### src/rtl/ring_arb_pkg.sv
`timescale 1ns/1ps
package ring_arb_pkg;

  // Per-client ownership phase
  typedef enum logic [1:0] {
    PS_IDLE   = 2'd0,  // holds nothing
    PS_LOCKED = 2'd1,  // holds its receiver, waiting for a channel
    PS_XMIT   = 2'd2   // holds receiver and channel
  } port_state_e;

endpackage

### src/rtl/ring_rst_sync.sv
`timescale 1ns/1ps
module ring_rst_sync (
  input  logic clk,
  input  logic rst_n,
  output logic rst_n_sync
);

  logic [1:0] sync_q;

  always_ff @(posedge clk or negedge rst_n) begin
    if (!rst_n) sync_q <= 2'b00;
    else        sync_q <= {sync_q[0], 1'b1};
  end

  assign rst_n_sync = sync_q[1];

endmodule

### src/rtl/ring_rr_arb.sv
`timescale 1ns/1ps
// Rotating-priority picker: search starts at the slot after the last winner.
module ring_rr_arb #(
  parameter  int W  = 4,
  localparam int IW = (W > 1) ? $clog2(W) : 1
) (
  input  logic         clk,
  input  logic         rst_n,
  input  logic [W-1:0] req,
  input  logic         adv,
  output logic [W-1:0] gnt
);

  logic [IW-1:0] ptr_q, ptr_d, win_idx;
  logic          any;
  logic          ptr_en;

  always_comb begin
    any     = 1'b0;
    win_idx = '0;
    gnt     = '0;
    for (int k = 0; k < W; k++) begin
      if (!any && req[(int'(ptr_q) + k) % W]) begin
        any     = 1'b1;
        win_idx = IW'((int'(ptr_q) + k) % W);
      end
    end
    if (any) gnt[win_idx] = 1'b1;
  end

  assign ptr_en = adv && any;
  assign ptr_d  = IW'((int'(win_idx) + 1) % W);

  always_ff @(posedge clk or negedge rst_n) begin
    if (!rst_n)      ptr_q <= '0;
    else if (ptr_en) ptr_q <= ptr_d;
  end

endmodule

### src/rtl/ring_free_pick.sv
`timescale 1ns/1ps
// Lowest-numbered free channel finder.
module ring_free_pick #(
  parameter  int N  = 8,
  localparam int IW = $clog2(N)
) (
  input  logic [N-1:0]  busy,
  output logic          found,
  output logic [IW-1:0] idx
);

  always_comb begin
    found = 1'b0;
    idx   = '0;
    for (int c = N - 1; c >= 0; c--) begin
      if (!busy[c]) begin
        found = 1'b1;
        idx   = IW'(c);
      end
    end
  end

endmodule

### src/rtl/ring_port_fsm.sv
`timescale 1ns/1ps
// Per-client ownership tracker: idle -> receiver held -> channel held.
module ring_port_fsm
  import ring_arb_pkg::*;
#(
  parameter int DW = 2,
  parameter int CW = 3
) (
  input  logic          clk,
  input  logic          rst_n,
  input  logic          done,
  input  logic          rcv_win,
  input  logic          ch_win,
  input  logic [DW-1:0] dest_in,
  input  logic [CW-1:0] ch_in,
  output port_state_e   state,
  output logic [DW-1:0] dest_q,
  output logic [CW-1:0] ch_q
);

  port_state_e state_q, state_d;
  logic        dest_en, ch_en;

  always_comb begin
    state_d = state_q;
    dest_en = 1'b0;
    ch_en   = 1'b0;
    unique case (state_q)
      PS_IDLE: begin
        if (rcv_win) begin
          state_d = PS_LOCKED;
          dest_en = 1'b1;
        end
      end
      PS_LOCKED: begin
        if (done) begin
          state_d = PS_IDLE;
        end else if (ch_win) begin
          state_d = PS_XMIT;
          ch_en   = 1'b1;
        end
      end
      PS_XMIT: begin
        if (done) state_d = PS_IDLE;
      end
      default: state_d = PS_IDLE;
    endcase
  end

  always_ff @(posedge clk or negedge rst_n) begin
    if (!rst_n) state_q <= PS_IDLE;
    else        state_q <= state_d;
  end

  always_ff @(posedge clk or negedge rst_n) begin
    if (!rst_n)       dest_q <= '0;
    else if (dest_en) dest_q <= dest_in;
  end

  always_ff @(posedge clk or negedge rst_n) begin
    if (!rst_n)     ch_q <= '0;
    else if (ch_en) ch_q <= ch_in;
  end

  assign state = state_q;

endmodule

### src/rtl/ring_tx_arbiter.sv
`timescale 1ns/1ps
module ring_tx_arbiter
  import ring_arb_pkg::*;
#(
  parameter  int N_REQ = 4,
  parameter  int N_RCV = 4,
  parameter  int N_CH  = 8,
  localparam int DW    = $clog2(N_RCV),
  localparam int CW    = $clog2(N_CH)
) (
  input  logic                clk,
  input  logic                rst_n,
  input  logic [N_REQ-1:0]    req_valid,
  input  logic [N_REQ*DW-1:0] req_dest,
  input  logic [N_REQ-1:0]    req_done,
  output logic [N_REQ-1:0]    rcv_grant,
  output logic [N_REQ-1:0]    ch_grant,
  output logic [N_REQ*CW-1:0] ch_index,
  output logic [N_RCV-1:0]    rcv_busy,
  output logic [N_CH-1:0]     ch_busy
);

  logic rst_n_int;

  port_state_e       st        [N_REQ];
  logic [DW-1:0]     hold_dest [N_REQ];
  logic [CW-1:0]     hold_ch   [N_REQ];

  logic [N_REQ-1:0]  rcv_cand  [N_RCV];
  logic [N_REQ-1:0]  rcv_gnt   [N_RCV];
  logic [N_REQ-1:0]  rcv_win;

  logic [N_REQ-1:0]  ch_cand, ch_gnt_raw, ch_win;
  logic              ch_free;
  logic [CW-1:0]     ch_pick;

  ring_rst_sync u_rst_sync (
    .clk        (clk),
    .rst_n      (rst_n),
    .rst_n_sync (rst_n_int)
  );

  // Ownership maps from the per-client held state
  always_comb begin
    rcv_busy = '0;
    ch_busy  = '0;
    for (int i = 0; i < N_REQ; i++) begin
      for (int r = 0; r < N_RCV; r++) begin
        if (st[i] != PS_IDLE && hold_dest[i] == DW'(r)) rcv_busy[r] = 1'b1;
      end
      for (int c = 0; c < N_CH; c++) begin
        if (st[i] == PS_XMIT && hold_ch[i] == CW'(c)) ch_busy[c] = 1'b1;
      end
    end
  end

  // Stage one: receiver lock, one rotating arbiter per receiver
  always_comb begin
    for (int r = 0; r < N_RCV; r++) begin
      for (int i = 0; i < N_REQ; i++) begin
        rcv_cand[r][i] = req_valid[i] && (st[i] == PS_IDLE) &&
                         (req_dest[i*DW +: DW] == DW'(r)) && !rcv_busy[r];
      end
    end
  end

  for (genvar r = 0; r < N_RCV; r++) begin : g_rcv_arb
    ring_rr_arb #(.W(N_REQ)) u_rcv_arb (
      .clk   (clk),
      .rst_n (rst_n_int),
      .req   (rcv_cand[r]),
      .adv   (1'b1),
      .gnt   (rcv_gnt[r])
    );
  end

  always_comb begin
    rcv_win = '0;
    for (int r = 0; r < N_RCV; r++) rcv_win = rcv_win | rcv_gnt[r];
  end

  // Stage two: one channel per cycle to a client already holding its receiver
  always_comb begin
    for (int i = 0; i < N_REQ; i++) begin
      ch_cand[i] = (st[i] == PS_LOCKED) && !req_done[i];
    end
  end

  ring_free_pick #(.N(N_CH)) u_free_pick (
    .busy  (ch_busy),
    .found (ch_free),
    .idx   (ch_pick)
  );

  ring_rr_arb #(.W(N_REQ)) u_ch_arb (
    .clk   (clk),
    .rst_n (rst_n_int),
    .req   (ch_cand),
    .adv   (ch_free),
    .gnt   (ch_gnt_raw)
  );

  assign ch_win = ch_free ? ch_gnt_raw : '0;

  // Per-client trackers and outputs
  for (genvar i = 0; i < N_REQ; i++) begin : g_port
    ring_port_fsm #(.DW(DW), .CW(CW)) u_port (
      .clk     (clk),
      .rst_n   (rst_n_int),
      .done    (req_done[i]),
      .rcv_win (rcv_win[i]),
      .ch_win  (ch_win[i]),
      .dest_in (req_dest[i*DW +: DW]),
      .ch_in   (ch_pick),
      .state   (st[i]),
      .dest_q  (hold_dest[i]),
      .ch_q    (hold_ch[i])
    );

    assign rcv_grant[i]         = (st[i] != PS_IDLE);
    assign ch_grant[i]          = (st[i] == PS_XMIT);
    assign ch_index[i*CW +: CW] = (st[i] == PS_XMIT) ? hold_ch[i] : '0;
  end

endmodule

### config.mk
export PLATFORM = sky130hd
export DESIGN_NAME = ring_tx_arbiter
export DESIGN_NICKNAME = d
export VERILOG_FILES = /design/src/rtl/ring_arb_pkg.sv /design/src/rtl/ring_rst_sync.sv /design/src/rtl/ring_rr_arb.sv /design/src/rtl/ring_free_pick.sv /design/src/rtl/ring_port_fsm.sv /design/src/rtl/ring_tx_arbiter.sv
export SDC_FILE = /design/constraint.sdc
export NUM_CORES = 1
export LEC_CHECK = 0
export BUFFER_PORTS_ARGS = -buffer_cell sky130_fd_sc_hd__buf_2
export CAP_MARGIN = 20
export CORE_MARGIN = 2
export CORE_UTILIZATION = 55
export CTS_BUF_LIST = sky130_fd_sc_hd__clkbuf_16
export DETAILED_ROUTE_END_ITERATION = 8
export PLACE_DENSITY = 0.82
export SYNTH_ARGS = -nofsm -noshare
export SYNTH_HDL_FRONTEND = slang
export SYNTH_SLANG_ARGS = --single-unit
### constraint.sdc
create_clock -name clk -period 1.9 [get_ports clk]
set_input_delay 0.285 -clock clk [delete_from_list [all_inputs] [get_ports clk]]
set_output_delay 0.285 -clock clk [all_outputs]
set_load 0.01 [all_outputs]
==> qor.yml, run 1 <==
ioPinCount: 50
synth_ff_type: "sky130_fd_sc_hd__dfrtp_1"
largest_family_of_logic_cells_by_synthesized_area: "simple AND/OR/NAND/NOR gates"
synth.yosys.seq_area_share_pct: 31.6
status: "aborted with a tool error"
ys_top_cells_by_area: "sky130_fd_sc_hd__dfrtp_1, sky130_fd_sc_hd__ha_1, sky130_fd_sc_hd__inv_1, sky130_fd_sc_hd__mux2_4, sky130_fd_sc_hd__mux2_2"
async_set_or_reset_flop_fraction_in_the_synthesized_netlist_pct: 100
clk_path_buf_depth: 2
stop_stage: "global routing"
syn-mean-instance-area_um2: 8.82
start_util_pct: 57.1
synth_compound_area_share_pct: 19.3
row_count: 27
toolErrorMsg: "[ERROR DPL-0038] Utilization greater than 100%, impossible to legalize"
cts_sinks: 40
gate_count_after_technology_mapping: 359
fraction_of_the_mapped_netlist_area_in_simple_logic_gates_pct: 27.9
globalroute.repair_timing.worst_endpoint: "g_port[0].u_port.dest_q[0]$_DFFE_PN0P_/D"
die_width_um: 79.9
dp_worst_setup_slack_ps: -928
netlist-cell-type-count: 68
dp.final_hpwl_mm: 8.17
port_bufs: 49
muxShareOfSynthArea_pct: 7.83
area_share_of_the_largest_cell_type_after_synthesis_pct: 31.6
dieHeight_um: 79.9
cts.root.buffer_cell: "sky130_fd_sc_hd__clkbuf_16"
syn_area_um2: 3170
h_tree_levels: 2
grt_start_max_net_pins: 39
gp_congestion: 1.00
synth_seq_cells: 40
synthDominantAreaCellType: "sky130_fd_sc_hd__dfrtp_1"
xor_and_xnor_area_share_after_synthesis_pct: 0
post_synth_fa_ha_maj_area_fraction_pct: 7.91
timing.worst_endpoint.kind: "sequential cell input"
postSynthNetCount: 397
synth_edf_count: 0
numCtsBuffers: 5
synth-warning-count: 0
==> synth_stat cells, types with 6 or more instances <==
cell / number
sky130_fd_sc_hd__dfrtp_1: 40
sky130_fd_sc_hd__inv_1: 35
sky130_fd_sc_hd__nand2_1: 27
sky130_fd_sc_hd__ha_1: 20
sky130_fd_sc_hd__nor2_1: 20
sky130_fd_sc_hd__a21oi_1: 17
sky130_fd_sc_hd__nor3_1: 14
sky130_fd_sc_hd__nand3_1: 13
sky130_fd_sc_hd__nor2b_1: 13
sky130_fd_sc_hd__o21ai_0: 13
sky130_fd_sc_hd__and2_1: 12
sky130_fd_sc_hd__nand4_1: 11
sky130_fd_sc_hd__mux2_2: 9
sky130_fd_sc_hd__mux2_4: 7
sky130_fd_sc_hd__a32oi_1: 6
==> cell families after synthesis <==
family,count (synthesis)
other,1
adder cells (fa/ha/maj),20
flip-flops,40
buffers and inverters,43
AND/OR/NAND/NOR,152
AO/OA/AOI/OAI,83
multiplexers,20
==> repair_timing <==
item,4_1_cts
pin swaps,50
buffers inserted,30
hold buffers,1
hold endpoints to repair,2
gates resized for setup,124
setup endpoints to repair,48
==> per-stage QoR <==
stage | utilization [%] | std cells | cell area [um^2]
2_1_floorplan | - | 359 | 3340
3_3_place_gp | 80.9 | 584 | 4480
3_5_place_dp | 80.9 | 584 | 4480
4_1_cts | 96.7 | 621 | 5360
==> run 2: changes to the inputs <==
--- a/config.mk
+++ b/config.mk
@@ -8,10 +8,9 @@
 export BUFFER_PORTS_ARGS = -buffer_cell sky130_fd_sc_hd__buf_2
 export CAP_MARGIN = 20
 export CORE_MARGIN = 2
-export CORE_UTILIZATION = 55
-export CTS_BUF_LIST = sky130_fd_sc_hd__clkbuf_16
+export CORE_UTILIZATION = 40
 export DETAILED_ROUTE_END_ITERATION = 8
-export PLACE_DENSITY = 0.82
+export PLACE_DENSITY_LB_ADDON = 0.15
 export SYNTH_ARGS = -nofsm -noshare
 export SYNTH_HDL_FRONTEND = slang
 export SYNTH_SLANG_ARGS = --single-unit
==> qor.yml, run 2 <==
status: "finished with violations"
failing_checks: "setup timing"
postRouteWirelength_mm: 12.1
cts_tree: "yes"
netlist-cell-type-count: 68  # unchanged
port_bufs: 49  # unchanged
rr_worst_depth: 11
worst_slew_pin_slew_ps: 537
syn-mean-instance-area_um2: 8.82  # unchanged
endpoint_kind: "register"
rsz0062_at_grt: "true"
ys_top_cells_by_area: "sky130_fd_sc_hd__dfrtp_1, sky130_fd_sc_hd__ha_1, sky130_fd_sc_hd__inv_1, sky130_fd_sc_hd__mux2_4, sky130_fd_sc_hd__mux2_2"
layout_overhead_on_the_synthesized_area_pct: 80.0
use_met1_pct: 31.7
synth.yosys.seq_area_share_pct: 31.6  # unchanged
crit_path_frequent_cell: "sky130_fd_sc_hd__nor2_4"
r2r_end: "g_port[0].u_port.dest_q[0]$_DFFE_PN0P_"
synth_ff_type: "sky130_fd_sc_hd__dfrtp_1"
netlist_top_cells_count: "sky130_fd_sc_hd__dfrtp_1, sky130_fd_sc_hd__inv_1, sky130_fd_sc_hd__nand2_1"
grt_remaining_overflow: 0
groute.layer.met3.usage_pct: 5.37
cts_sinks: 40  # unchanged
postSynthNetCount: 397  # unchanged
post-route-min-period_ps: 2800
dp.final_hpwl_mm: 7.88  # -3.6%
largest-register: "g_port.u_port.ch_q"
ant_nets: 0
synth_seq_cells: 40  # unchanged
path_buf_inv: 1
switchingPower_mw: 3.01
finish.instance_area_um2: 5700
row_count: 32  # +19%
maxSlewHeadroom_pct: 64.2
setup-violations-final: 45
drive_gt1_share_pct: 65.0
power.share.switching_pct: 42.6
highest_attainable_clock_frequency_mhz: 357
drt_iter0_markers: 193
power.share.clock_pct: 8.2
power_density_nw_per_um2: 1240
synthDominantAreaCellType: "sky130_fd_sc_hd__dfrtp_1"
maxSlewViolCount: 0
drv.max_cap_violation_count: 0
design.final.nets: 608
min_path_type: "in2reg"
timing.final.crit_share_pct: 147
clkSlewWorstSetupHoldPaths_ps: 80
finalHoldViolations: 0
h_tree_levels: 2  # unchanged
share_comb_of_total_power_pct: 72.0
start_util_pct: 41.2  # -16 points
synth_edf_count: 0  # unchanged
antenna_found_initial: 0
cp.arrival_ps: 2990
fp.coreArea_um2: 7690
max_stage_delay_ps: 450
cp_slowest_cell: "sky130_fd_sc_hd__dfrtp_2"
ir_worst_vdd_mv: 0.682
seq_power_share_pct: 19.8
route.detailed.wl_per_inst_um: 18.0
die_width_um: 93.0  # +16%
ioPinCount: 50  # unchanged
critical-path-top-delay-family: "simple AND/OR/NAND/NOR gates"
setup_cp_type: "reg2reg"
async_set_or_reset_flop_fraction_in_the_synthesized_netlist_pct: 100  # unchanged
syn_area_um2: 3170  # unchanged
clkLatencyLatePin_ps: 300
synthMostInstantiatedCell: "sky130_fd_sc_hd__dfrtp_1"
cts.root.buffer_cell: "sky130_fd_sc_hd__clkbuf_8"
drc_errors: 0
grt_start_max_net_pins: 39
most_common_cell_after_layout_fill_and_taps_aside: "sky130_fd_sc_hd__buf_4"
r2r_start: "g_port[3].u_port.state[0]$_DFFE_PN0P_"
power.internal_mw: 4.06
fillers: 542
numCtsBuffers: 5  # unchanged
gp_congestion: 0.852  # -15%
grt_busiest_layer: "met2"
globalRouteTotalUtil_pct: 25.6
hp-start: "req_done[2]"
worst-path-max-fanout: 5
cp.required_ps: 2090
startpoint_type: "register"
globalRouteMet2Util_pct: 44.0
finClkSkew_ps: 7.02
drt-pass1-iter-count: 4
antenna_cells: 0
gate_count_after_technology_mapping: 359  # unchanged
p_leak_nw: 2.79
die_area_um2: 8640
dr_total_vias: 3732
final.setup.worst_slack_ps: -902
dieHeight_um: 93.0  # +16%
first_global_vias: 3602
clk_path_buf_depth: 2  # unchanged
ff2ff_setup_slack_ps: -900
area_share_of_the_largest_cell_type_after_synthesis_pct: 31.6  # unchanged
largest_reg_flops: 12
leading_cell_types_in_the_layout_fill_and_taps_excluded: "sky130_fd_sc_hd__buf_4, sky130_fd_sc_hd__buf_2, sky130_fd_sc_hd__dfrtp_1"
timing.critical_path.cells: "nor2_4 > inv_4 > or3_4 > nand4_1 > and2_4 > nor2_4 > or2_4 > ha_4 > a32oi_2 > o221ai_4 > mux2_4"
whs_endpoint: "g_port[2].u_port.state[1]$_DFFE_PN0P_"
hold_depth: 2
post-route-util_pct: 74.1
synth-warning-count: 0  # unchanged
first_pass_grt_wire_length_mm: 17.2
routed_via_density: 5.55
place_area_um2: 4550  # +1.4%
[run 2: cell counts after synthesis]
Identical to the previous run, type by type.
[run 2: kinds of logic (layout without fill, tap and decap cells)]
group / Yosys count / after routing / synth area share [%]
buffers and inverters: 43 / 255 / 5.34
AO/OA/AOI/OAI: 83 / 83 / 19.3
flip-flops: 40 / 40 / 31.6
multiplexers: 20 / 20 / 7.83
AND/OR/NAND/NOR: 152 / 152 / 27.9
adder cells (fa/ha/maj): 20 / 20 / 7.91
other: 1 / 1 / 0.118
[run 2: per-layer routing]
metal  routed length (um)  vias to the layer above
li1                     -                     1734
met1                 4800                     1826
met2                 6280                      140
met3                  689                       32
met4                  325                        0
met5                    0                        -
[run 2: per-stage QoR]
stage / hold slack, ps / TNS [ps] / std cells / worst slack [ps] / total power [mW]
3_5_place_dp: 72.7 / -17040 / 619 / -966 / 4.93
5_1_grt: 173 / -22470 / 673 / -958 / 7.44
6_report: 177 / -19290 / 673 / -902 / 7.06
3_3_place_gp: 70.2 / -15630 / 619 / -919 / 4.88
4_1_cts: 155 / -15050 / 649 / -722 / 6.24
2_1_floorplan: -10.6 / -8230 / 359 / -658 / 3.25
[run 2: area by class of cell]
cell class	count	area [um^2]	area share (%)
tap	102	128	2.24
clock buffer	5	68.8	1.21
sequential	40	1010	17.7
multi-input combinational	276	2740	48.1
inverter	39	166	2.92
clock inverter	3	18.8	0.329
timing repair buffer	208	1570	27.5
[run 2: worst max-delay path by stage]
stage | from | endpoint | slack [ps] | depth (start not counted)
floorplan | g_port[3].u_port.state[1]$_DFFE_PN0P_ | g_port[0].u_port.dest_q[0]$_DFFE_PN0P_ | -660 | 11
global placement | g_port[0].u_port.state[1]$_DFFE_PN0P_ | g_port[0].u_port.dest_q[1]$_DFFE_PN0P_ | -920 | 13
detailed placement | g_port[0].u_port.state[1]$_DFFE_PN0P_ | g_port[1].u_port.dest_q[0]$_DFFE_PN0P_ | -970 | 11
CTS | g_port[2].u_port.state[1]$_DFFE_PN0P_ | g_port[2].u_port.dest_q[0]$_DFFE_PN0P_ | -720 | 11
global route | g_port[3].u_port.state[0]$_DFFE_PN0P_ | g_port[3].u_port.dest_q[0]$_DFFE_PN0P_ | -960 | 13
finish | g_port[3].u_port.state[0]$_DFFE_PN0P_ | g_port[0].u_port.dest_q[0]$_DFFE_PN0P_ | -900 | 11
[run 2: repair_timing]
item / 4_1_cts / 5_1_grt
hold buffers: 1 / 0
setup endpoints to repair: 50 / 49
hold endpoints to repair: 2 / 0
cloned: 0 / 0
pin swaps: 52 / 32
setup buffers: 22 / 28
resized for setup: 101 / 69
[run 2: power by group through the flow]
stage	Combinational, mW	Sequential, mW	Clock, mW
after CTS	4.27	1.37	0.599
after global routing	5.37	1.43	0.630
final	5.08	1.40	0.580
after global placement	3.52	1.36	0
after detailed placement	3.56	1.37	0
after floorplan	1.87	1.38	0
Power figures use the tool's default switching activity.
==> run 3: changes to the inputs <==
--- a/config.mk
+++ b/config.mk
@@ -5,10 +5,12 @@
 export SDC_FILE = /design/constraint.sdc
 export NUM_CORES = 1
 export LEC_CHECK = 0
+export ABC_AREA = 1
 export BUFFER_PORTS_ARGS = -buffer_cell sky130_fd_sc_hd__buf_2
 export CAP_MARGIN = 20
 export CORE_MARGIN = 2
 export CORE_UTILIZATION = 40
+export CTS_BUF_LIST = sky130_fd_sc_hd__clkbuf_2 sky130_fd_sc_hd__clkbuf_4 sky130_fd_sc_hd__clkbuf_8
 export DETAILED_ROUTE_END_ITERATION = 8
 export PLACE_DENSITY_LB_ADDON = 0.15
 export SYNTH_ARGS = -nofsm -noshare
==> qor.yml, run 3 <==
status: "finished with violations"
failing_checks: "setup timing"
synth.yosys.seq_area_share_pct: 26.2  # -5.4 points
netlist_top_cells_count: "sky130_fd_sc_hd__nand2_1, sky130_fd_sc_hd__inv_1, sky130_fd_sc_hd__nand3_1"
dp.final_hpwl_mm: 9.18  # +17%
post_synth_fa_ha_maj_area_fraction_pct: 6.54  # -1.4 points
globalRouteTotalUtil_pct: 25.7  # +0.067 points
r2r_start: "g_port[3].u_port.dest_q[1]$_DFFE_PN0P_"
fillers: 628  # +16%
timing.critical_path.cells: "inv_2 > nor2_2 > nand2_2 > nand2_2 > nor2_4 > buf_6 > nand3_4 > nand2_2 > nand2_2 > nand2_4 > a21oi_4 > nand3b_4 > o211ai_1 > nand2_2 > buf_6 > ha_1 > nand2_1 > nand2_2 > inv_2 > nand2_2 > nand3_1 > nand2_1"
start_util_pct: 41.4  # +0.20 points
numCtsBuffers: 5  # unchanged
post-route-min-period_ps: 2820  # +22.3 ps
finalHoldViolations: 0  # unchanged
largest_family_of_logic_cells_by_synthesized_area: "simple AND/OR/NAND/NOR gates"
first_pass_grt_wire_length_mm: 21.3  # +24%
endpoint_kind: "register"
postRouteWirelength_mm: 15.5  # +28%
area_share_of_the_largest_cell_type_after_synthesis_pct: 26.2  # -5.4 points
maxSlewViolCount: 0  # unchanged
hold_ws_ps: 169  # -8.32 ps
dieHeight_um: 102  # +9.5%
dr_total_vias: 4952  # +33%
drv.max_cap_violation_count: 0  # unchanged
muxShareOfSynthArea_pct: 0  # -7.8 points
xor_and_xnor_area_share_after_synthesis_pct: 1.37  # +1.4 points
largest-register: "g_port.u_port.ch_q"
gate_count_after_technology_mapping: 607  # +69%
synth_ff_type: "sky130_fd_sc_hd__dfrtp_1"
ant_nets: 0  # unchanged
largest_reg_flops: 12  # unchanged
critical-path-top-delay-family: "simple AND/OR/NAND/NOR gates"
antenna_found_initial: 0  # unchanged
die_width_um: 102  # +9.5%
syn_area_um2: 3820  # +21%
ff2ff_setup_slack_ps: -920  # -20 ps
final.setup.worst_slack_ps: -925  # -22.3 ps
async_set_or_reset_flop_fraction_in_the_synthesized_netlist_pct: 100  # unchanged
timing.final.crit_share_pct: 149  # +1.2 points
route.detailed.wl_per_inst_um: 16.2  # -9.7%
row_count: 35  # +9.4%
cp.arrival_ps: 3020  # +30 ps
ioPinCount: 50  # unchanged
synth_compound_area_share_pct: 11.6  # -7.7 points
highest_attainable_clock_frequency_mhz: 354  # -0.79%
setup_cp_type: "reg2reg"
antenna_cells: 0  # unchanged
leading_cell_types_in_the_layout_fill_and_taps_excluded: "sky130_fd_sc_hd__buf_4, sky130_fd_sc_hd__nand2_1, sky130_fd_sc_hd__inv_1"
die_area_um2: 10400  # +20%
synth-warning-count: 0  # unchanged
cp.required_ps: 2100  # about the same
routed_via_density: 5.19  # -6.5%
layout_overhead_on_the_synthesized_area_pct: 86.0
fraction_of_the_mapped_netlist_area_in_simple_logic_gates_pct: 43.2  # +15 points
synthDominantAreaCellType: "sky130_fd_sc_hd__dfrtp_1"
grt_remaining_overflow: 0  # unchanged
path_buf_inv: 4  # +3
startpoint_type: "register"
clk_path_buf_depth: 2  # unchanged
design.final.nets: 863  # +42%
gp_congestion: 0.891  # +4.6%
drt-pass1-iter-count: 4  # unchanged
crit_path_frequent_cell: "sky130_fd_sc_hd__nand2_2"
most_common_cell_after_layout_fill_and_taps_aside: "sky130_fd_sc_hd__buf_4"
first_global_vias: 4703  # +31%
cts.root.buffer_cell: "sky130_fd_sc_hd__clkbuf_8"
synthMostInstantiatedCell: "sky130_fd_sc_hd__nand2_1"
ys_top_cells_by_area: "sky130_fd_sc_hd__dfrtp_1, sky130_fd_sc_hd__nand2_1, sky130_fd_sc_hd__nand3_1, sky130_fd_sc_hd__inv_1, sky130_fd_sc_hd__ha_1"
setup-violations-final: 49  # +8.9%
synth_edf_count: 0  # unchanged
fin_tns_setup_ps: -26500  # -7220 ps
synth_seq_cells: 40  # unchanged
h_tree_levels: 2  # unchanged
postSynthNetCount: 645  # +62%
port_bufs: 49  # unchanged
finClkSkew_ps: 11.7  # +4.63 ps
r2r_end: "g_port[2].u_port.dest_q[1]$_DFFE_PN0P_"
max_stage_delay_ps: 450  # about the same
drive_gt1_share_pct: 63.4  # -1.5 points
cts_sinks: 40  # unchanged
worst-path-max-fanout: 4  # -1
min_path_type: "reg2async"
post-route-util_pct: 77.0  # +2.9 points
netlist-cell-type-count: 37  # -46%
drc_errors: 0  # unchanged
cts_tree: "yes"
drt_iter0_markers: 209  # +8.3%
grt_start_max_net_pins: 33  # -15%
rsz0062_at_grt: "true"
clkSlewWorstSetupHoldPaths_ps: 90  # about the same
cp_slowest_cell: "sky130_fd_sc_hd__dfrtp_1"
syn-mean-instance-area_um2: 6.30  # -29%
fp.coreArea_um2: 9240  # +20%
clkLatencyLatePin_ps: 300  # about the same
rr_worst_depth: 22  # +11
[run 3: worst reg2reg max path, stage by stage (launching register included)]
cell	delay (ps)
sky130_fd_sc_hd__dfrtp_1	450
sky130_fd_sc_hd__inv_2	90
sky130_fd_sc_hd__nor2_2	180
sky130_fd_sc_hd__nand2_2	90
sky130_fd_sc_hd__nand2_2	90
sky130_fd_sc_hd__nor2_4	50
sky130_fd_sc_hd__buf_6	140
sky130_fd_sc_hd__nand3_4	80
sky130_fd_sc_hd__nand2_2	60
sky130_fd_sc_hd__nand2_2	80
sky130_fd_sc_hd__nand2_4	70
sky130_fd_sc_hd__a21oi_4	150
sky130_fd_sc_hd__nand3b_4	100
sky130_fd_sc_hd__o211ai_1	140
sky130_fd_sc_hd__nand2_2	160
sky130_fd_sc_hd__buf_6	160
sky130_fd_sc_hd__ha_1	170
sky130_fd_sc_hd__nand2_1	80
sky130_fd_sc_hd__nand2_2	80
sky130_fd_sc_hd__inv_2	60
sky130_fd_sc_hd__nand2_2	60
sky130_fd_sc_hd__nand3_1	100
sky130_fd_sc_hd__nand2_1	80
[run 3: worst max path at each step]
stage / slack [ps] / endpoint / cells past startpoint / start
floorplan: -420 / g_port[0].u_port.state[0]$_DFFE_PN0P_ / 18 / g_port[0].u_port.state[1]$_DFFE_PN0P_
global placement: -900 / g_port[2].u_port.state[0]$_DFFE_PN0P_ / 19 / g_port[3].u_port.state[0]$_DFFE_PN0P_
detailed placement: -920 / g_port[2].u_port.dest_q[0]$_DFFE_PN0P_ / 21 / g_port[3].u_port.state[0]$_DFFE_PN0P_
CTS: -680 / g_port[3].u_port.dest_q[0]$_DFFE_PN0P_ / 19 / g_port[2].u_port.state[1]$_DFFE_PN0P_
global route: -1030 / g_port[2].u_port.dest_q[1]$_DFFE_PN0P_ / 22 / g_port[3].u_port.dest_q[1]$_DFFE_PN0P_
finish: -920 / g_port[2].u_port.dest_q[1]$_DFFE_PN0P_ / 22 / g_port[3].u_port.dest_q[1]$_DFFE_PN0P_
[run 3: metrics by stage]
stage,cell area (um^2),instances,worst slack (ps)
2_1_floorplan,3930,607,-422
3_3_place_gp,5240,902,-897
3_5_place_dp,5240,902,-922
4_1_cts,6330,941,-679
5_1_grt,7110,955,-1030
6_report,7110,955,-925
[run 3: per-layer routing]
metal  up-vias  share of wire (%)  global-route usage [%]
met5         -                  0                       0
met4         0                3.8                    7.90
met3        62                4.3                    3.52
met2       163                 53                    47.2
met1      2350                 39                    30.9
li1       2377                  -                       -
[run 3: cell type report]
class	count	area, um^2	area share (%)
multi-input combinational	460	3800	53.4
timing repair buffer	214	1630	22.9
sequential	40	1010	14.2
inverter	104	398	5.59
tap	129	161	2.27
clock buffer	6	82.6	1.16
clock inverter	2	38.8	0.545
[run 3: cells by family (layout without fill, tap and decap cells)]
family          after synthesis  after routing
buf+inv                     110            326
simple gates                364            367
compound gates               66             66
fa+ha+maj                    20             20
other cells                   1              1
xor+xnor                      6              6
flops                        40             40
[run 3: timing repair]
action | 4_1_cts | 5_1_grt
buffers inserted | 29 | 21
cloned | 3 | 0
endpoints found under the hold margin | 2 | 0
pin swaps | 79 | 66
endpoints found under the setup margin | 50 | 61
hold buffers | 1 | 0
resized for setup | 188 | 172
Power of run 3 is left out: the tool's default activity adds up to more than one toggle a clock period on the data nets, which glitch-free logic cannot reach.
